`src/rtl/pend2_intc.sv`:
```
module pend2_intc #(
  parameter int N  = 32,
  parameter int AW = 3
) (
  input  logic          clk,
  input  logic          rst_n,
  input  logic [N-1:0]  req_i,
  input  logic          bus_we,
  input  logic [AW-1:0] bus_addr,
  input  logic [N-1:0]  bus_wdata,
  output logic [N-1:0]  bus_rdata,
  output logic          fiq_o,
  output logic          irq_o
);
  localparam int IW = (N > 1) ? $clog2(N) : 1;
  localparam logic [AW-1:0] A_RAW  = AW'(0);
  localparam logic [AW-1:0] A_ROUTE = AW'(1);
  localparam logic [AW-1:0] A_MASK = AW'(2);
  localparam logic [AW-1:0] A_WIN  = AW'(3);
  localparam logic [AW-1:0] A_OFS  = AW'(4);

  logic [N-1:0]  src_q, mode_q, mask_q, int_q;
  logic [N-1:0]  cand, pick, clr_src, clr_int;
  logic [IW-1:0] ofs;

  assign clr_src = (bus_we && bus_addr == A_RAW) ? bus_wdata : '0;
  assign clr_int = (bus_we && bus_addr == A_WIN) ? bus_wdata : '0;

  // lowest set bit of the eligible normal-path sources
  assign cand = src_q & ~mask_q & ~mode_q;
  assign pick = cand & (~cand + N'(1));

  always_ff @(posedge clk) begin
    if (!rst_n) begin
      src_q  <= '0;
      mode_q <= '0;
      mask_q <= '1;
      int_q  <= '0;
    end else begin
      src_q <= (src_q & ~clr_src) | req_i;
      if (bus_we && bus_addr == A_ROUTE) mode_q <= bus_wdata;
      if (bus_we && bus_addr == A_MASK)  mask_q <= bus_wdata;
      if (int_q == '0) int_q <= pick;
      else             int_q <= int_q & ~clr_int;
    end
  end

  always_comb begin
    ofs = '0;
    for (int i = 0; i < N; i++)
      if (int_q[i]) ofs = IW'(i);
  end

  always_comb begin
    case (bus_addr)
      A_RAW:   bus_rdata = src_q;
      A_ROUTE: bus_rdata = mode_q;
      A_MASK:  bus_rdata = mask_q;
      A_WIN:   bus_rdata = int_q;
      A_OFS:   bus_rdata = N'(ofs);
      default: bus_rdata = '0;
    endcase
  end

  assign irq_o = |int_q;
  assign fiq_o = |(src_q & ~mask_q & mode_q);
endmodule

```
`config.mk`:
```
export PLATFORM = sky130hd
export DESIGN_NAME = pend2_intc
export DESIGN_NICKNAME = d
export VERILOG_FILES = /design/src/rtl/pend2_intc.sv
export SDC_FILE = /design/constraint.sdc
export NUM_CORES = 1
export LEC_CHECK = 0
export BUFFER_PORTS_ARGS = -buffer_cell sky130_fd_sc_hd__buf_2
export CAP_MARGIN = 20
export CORE_ASPECT_RATIO = 1.4
export CORE_MARGIN = 2
export CORE_UTILIZATION = 57
export DETAILED_ROUTE_END_ITERATION = 8
export GPL_ROUTABILITY_DRIVEN = 0
export PLACE_DENSITY = 0.78
export SLEW_MARGIN = 20
export SYNTH_ARGS = -nofsm -noshare
export SYNTH_HDL_FRONTEND = slang
export SYNTH_SLANG_ARGS = --single-unit
```
`constraint.sdc`:
```
create_clock -name clk -period 2.8 [get_ports clk]
set_input_delay 0.14 -clock clk [delete_from_list [all_inputs] [get_ports clk]]
set_output_delay 0.14 -clock clk [all_outputs]
set_load 0.05 [all_outputs]
```
Word-level counts from Yosys, hierarchy flattened --
Cells that the tools add are included.
Word-level totals: output and inout port bits 34, flip-flop bits (word level) 128, input bits 70, logic and storage cells 64
Cells by class: reductions and logical operators 8, bitwise logic cells 12, muxes and demuxes 35, add/subtract/negate cells 1, equal/unequal tests 4
Operators with widths (number):
- $and A32 B32 Y32 | 6
- $not A32 Y32 | 5
- $pmux W32 S5 | 1
- $mux W5 | 30
- $mux W32 | 3
- $reduce_or A32 Y1 | 2
- $add A32 B1 Y32 const B | 1
- $logic_not A32 Y1 | 1
- $or A32 B32 Y32 | 1
- $eq A3 B2 Y1 const B | 2
- $logic_and A1 B1 Y1 | 4
- $eq A3 B1 Y1 const B | 1
- $eq A3 B3 Y1 const B | 1
- $logic_not A3 Y1 | 1
- $mux W1 | 1

Longest topological paths before layout --
word-level depth 32, mapped depth 10, gate-level depth less buffers 6

Least setup slack after synthesis --
No wires, ideal clock.
kind register -> output, from reg int_q[9], to out bus_rdata[2], data required time 2.660 ns, path buffers 0, stages on the path, launching flop included 7, data arrival time 2.299 ns, setup slack 0.361 ns, cell sequence dfxtp_1 -> or4_4 -> nor2b_1 -> o21ai_0 -> nand2_1 -> a21boi_0 -> o21ai_0
Between the ends: word-level cells in the longest chain between the ends 24
RTL lines:
- start: declaration | line 22 | logic [N-1:0] src_q, mode_q, mask_q, int_q;
- start signal: assignment | line 43 | if (int_q == '0) int_q <= pick;
- start signal: assignment | line 44 | else int_q <= int_q & ~clr_int;
- $mux W5 (23 in a row) | line 51 | if (int_q[i]) ofs = IW'(i);
- $pmux W32 S5 | line 55 | case (bus_addr)
- end: declaration | line 11 | output logic [N-1:0] bus_rdata,
Every way passes these cells.

Worst setup path after layout --
from reg int_q[3], to out bus_rdata[1]
Between the ends: word-level cells in the longest chain between the ends 30
RTL lines (line):
- $mux W5 (29 in a row) | 51
- $pmux W32 S5 | 55
Every way passes these cells.

==> results.md <==
- The setup skew after layout is 6.24 ps.
- Once detail routing completed, the nets flagged for antenna violations numbered 0.
- Yosys attributes the largest share of cell area to sky130_fd_sc_hd__dfxtp_1 (39%), sky130_fd_sc_hd__nand2_1 (14%), sky130_fd_sc_hd__a22oi_1 (7.0%).
- The chip height is 131 um.
- The initial antenna violation count is 0.
- The worst hold path class is input pin to flop.
- The maximum clock frequency is 378 MHz.
- After the first detailed-routing iteration, the DRC count stood at 639.
- The filler cells instantiated in the layout total 863.
- The total die area is 12,400 um^2.
- The required time reported for the critical path endpoint is 2660 ps.
- After layout, the minimum clock period comes to 2640 ps.
- The worst hold path startpoint is bus_wdata[9].
- The analysis attributes to net switching a power of 1340 uW.
- Of the total synthesized cell area, the portion taken by XOR and XNOR cells is 0%.
- Once the clock tree was built, the setup fixing pass inserted 0 buffers.
- For the worst setup path, the data arrival time is 2500 ps.
- The final critical path takes up 94.4% of the cycle.
- Summed over all layers, the global routing overflow is 0.
- The reg-to-reg critical path startpoint is int_q[15].
- A synthesized cell averages 7.69 um^2.
- Summed over all instances, the cell type with the most area after synthesis is sky130_fd_sc_hd__dfxtp_1.
- The family with the most delay on the worst path is compound AO/OA/AOI/OAI gates.
- The flow ran to the end, and the final reports show no timing, DRC or antenna violations.
- The core utilization of the finished layout is 74.3%.
- The insertion delay to the later sink of the worst-skew pair is 420 ps.
- Measured against the total synthesized area, the mux share comes to 0.685%.
- The depth of the critical timing path with buffers and inverters included is 7.
- The tree is rooted in a sky130_fd_sc_hd__clkbuf_16.
- VDD sags by at most 0.370 mV.
- Along the worst path, the maximum fanout reaches 4.
- The dominant combinational cell family by area after synthesis is simple AND/OR/NAND/NOR gates.
- The horizontal die dimension is 94.8 um.
- The share of final-layout standard cells stronger than drive strength 1 is 17.3%.
- STA classifies the critical path endpoint as an output port.
- Entering global routing, the biggest net connects 64 pins.
- The final setup TNS is 0 ps.
- Port buffering added 103 buffers.
- The detailed-route wire length per cell is between 15 and 20 um.
- The relative contribution of the clock network to total power is a little over two fifths.
- The clock passes through at most 2 buffers.
- The placeable core region is 11,300 um^2.
- The via count of the first global-routing pass came to 7,029.
- The critical path in this run is classified as flop to output port.
- Of the total power, registers draw 39.9%.
- The headroom to the max-slew limit is approximately half.
- The maximum cell stage delay along the critical path is roughly 380 ps.
- Of the total power, combinational logic draws around 16%.
- The count of cell types in the netlist is between 50 and 60.
- The proportion of netlist area held by the largest area contributor is 39.0%.
- The via count is 7,197.
- The total leakage power is 0.00338 uW.
- The number of antenna diodes is 0.
- The cell with the largest stage delay on the worst path is sky130_fd_sc_hd__dfxtp_1.
- Sequential elements use 39.0% of the synthesized area.
- ~100 I/O pins were placed.
- TritonCTS built the clock tree.
- The synthesized design contains 128 register bits.
- The placed instances occupy a cell area of 7240 um^2.
- The switching share of total power is 27.1%.
- The netlist area before placement is 6570 um^2.
- Using the TritonRoute via totals, the vias-per-cell ratio works out to 6.21.
- In the final layout, flip-flops and latches occupy 2560 um^2.
- The worst hold slack after final layout is 5.24 ps.
- The wire length reported by the detailed router is around 22,000 um.
- Clock tree synthesis found a total of 128 sinks.
- In the routed design, unresolved DRC markers number 0.
- Detailed placement ended at an HPWL of 14,900 um.
- The register-to-register setup slack is 250 ps.
- The library cell used most frequently in the layout, excluding fill and tap cells, is sky130_fd_sc_hd__nand2_1.
- The number of levels in the clock H-tree is 4.
- The max-slew violation total from the final report is 0.
- The design area is 8380 um^2.
- TritonCTS created 17 clock buffers.
- The max-cap violation count is 0.
- In the layout the commonest cells are sky130_fd_sc_hd__nand2_1 (237), sky130_fd_sc_hd__dfxtp_1 (128), sky130_fd_sc_hd__buf_2 (102).
- The async set-or-reset flop fraction in the synthesized netlist is 0%.
- The endpoint identified for the worst register-to-register timing path is int_q[28].
- The number of warnings reported in the yosys synthesis log is 0.
- The internal power summed over all cells is 3600 uW.
- The synthesized netlist cell count is 855.
- The power per cell area is 589 nW/um^2.
- The first element of the critical path is int_q[3].
- In this run the worst setup path terminates at bus_rdata[1].
- The total number of placement rows is 46.
- The clock transition at the registers of the reported paths is 60 ps.
- The basic-gate share of the synthesized area counting and, or, nand and nor cells is approximately 38%.
- For the pin with the worst max-slew slack, the measured transition is 725 ps.
- Traced cell by cell, the critical path runs through nor2_1 -> o31ai_1 -> a211oi_1 -> o31a_1 -> o311a_1 -> o21ai_0 -> buf_2.
- The initial utilization of the core area, before any placement, comes to between 50% and 60%.
- Once the clock tree was built, the resizer swapped 0 gates to a different size.
- The adder-cell share of the synthesized area is 0%.
- The number of buffers added to fix hold violations after cts is 56.
- Across every metal layer, demand over resource in global routing totals 34.9%.
- The number of nets handed over by synthesis was approximately 900.
- The multi-input combinational cells in the finished layout cover a total of 3790 um^2.
- Summing the areas of all compound-gate instances in the mapped netlist gives 19.1% of the synthesized area.
- Counting both buffers and inverters, the worst setup path holds a total of 1.
- The number of enable flip-flop cells after synthesis is 0.
- Setup violations remaining at the end of the flow were counted as 0.
- The number of cells on the worst reg-to-reg path is 7.
- The final-report hold violation count was 0.
- Setup repair after global routing left no endpoint under its margin.
- In the final design database the tool counted ~1,100 nets.
- Among all flip-flop cells after synthesis, the most frequent one is sky130_fd_sc_hd__dfxtp_1.
- The pre-antenna-repair detailed-routing pass consisted of 6 iterations.
- The first global-routing pass estimated 33,700 um of wire.
- The nature of the critical path startpoint is a flop.
- The relative area change from synthesis to final layout is 27.5%.
[power groups by stage]
| stage | clock network, uW | logic, uW | registers [uW] |
|---|---|---|---|
| after global routing | 2270 | 840 | 1970 |
| after CTS | 2180 | 776 | 1960 |
| after detailed placement | 0 | 712 | 2000 |
| final | 2170 | 792 | 1970 |
| after floorplan | 0 | 496 | 1980 |
| after global placement | 0 | 693 | 2000 |
[flip-flops by register name, indices dropped and copies added (netlist names)]
signal  flops
int_q      32
mask_q     32
mode_q     32
src_q      32
[area by class of cell]
type                            instances  area share (%)
Clock inverter                          5           0.926
Tap cell                              144            2.15
Clock buffer                           26            5.96
Inverter                                8           0.358
Timing Repair Buffer                  181            14.8
Sequential cell                       128            30.6
Multi-Input combinational cell        667            45.2
[how the worst min path moves through the flow]
| stage | to | slack [ps] | depth (start not counted) |
|---|---|---|---|
| finish | mask_q[9] | 5 | 3 |
| CTS | mask_q[9] | 0.6 | 3 |
| detailed placement | src_q[22] | 370 | 3 |
| global route | mode_q[9] | 20 | 3 |
| floorplan | mask_q[0] | 260 | 2 |
| global placement | src_q[13] | 360 | 3 |
[per-layer routing]
metal	share of wire (%)	GRT usage [%]	routed length, um
met4	3.7	19.5	797
met5	0	0	0
met2	50	61.1	10800
met3	8.0	6.58	1710
met1	38	39.7	8210
[worst min-delay path: cells and delay by family]
| kind | cells | cell delay, ps |
|---|---|---|
| buf+inv | 1 | 130 |
| simple gates | 2 | 130 |
[logic make-up after synthesis]
| kind of cell | after synthesis |
|---|---|
| AND/OR/NAND/NOR | 482 |
| flip-flops | 128 |
| AO/OA/AOI/OAI | 183 |
| multiplexers | 2 |
| buffers and inverters | 60 |
[Yosys cell counts (3+ instances only)]
| master | count |
|---|---|
| sky130_fd_sc_hd__a31o_2 | 3 |
| sky130_fd_sc_hd__nand4_1 | 9 |
| sky130_fd_sc_hd__nor3_1 | 8 |
| sky130_fd_sc_hd__nand3_1 | 48 |
| sky130_fd_sc_hd__nor3b_1 | 29 |
| sky130_fd_sc_hd__dfxtp_1 | 128 |
| sky130_fd_sc_hd__and2_1 | 4 |
| sky130_fd_sc_hd__nor2b_1 | 51 |
| sky130_fd_sc_hd__nand2_1 | 237 |
| sky130_fd_sc_hd__a32oi_1 | 8 |
| sky130_fd_sc_hd__a22oi_1 | 61 |
| sky130_fd_sc_hd__nand3b_1 | 34 |
| sky130_fd_sc_hd__nor2_1 | 21 |
| sky130_fd_sc_hd__or3b_2 | 5 |
| sky130_fd_sc_hd__or4_4 | 4 |
| sky130_fd_sc_hd__nand2b_1 | 3 |
| sky130_fd_sc_hd__a21boi_0 | 33 |
| sky130_fd_sc_hd__a32o_1 | 3 |
| sky130_fd_sc_hd__o31ai_1 | 4 |
| sky130_fd_sc_hd__clkbuf_1 | 49 |
| sky130_fd_sc_hd__nor4_1 | 10 |
| sky130_fd_sc_hd__o21ai_0 | 16 |
| sky130_fd_sc_hd__a21oi_1 | 42 |
| sky130_fd_sc_hd__inv_1 | 8 |
[per-stage QoR]
stage | power (uW) | setup slack, ps | cells
after floorplan | 2470 | 361 | 855
after global placement | 2690 | 363 | 1072
after detailed placement | 2710 | 295 | 1072
after CTS | 4920 | 193 | 1159
after global routing | 5090 | 128 | 1159
final | 4930 | 158 | 1159
No activity file was read; power rests on OpenSTA's default activity.
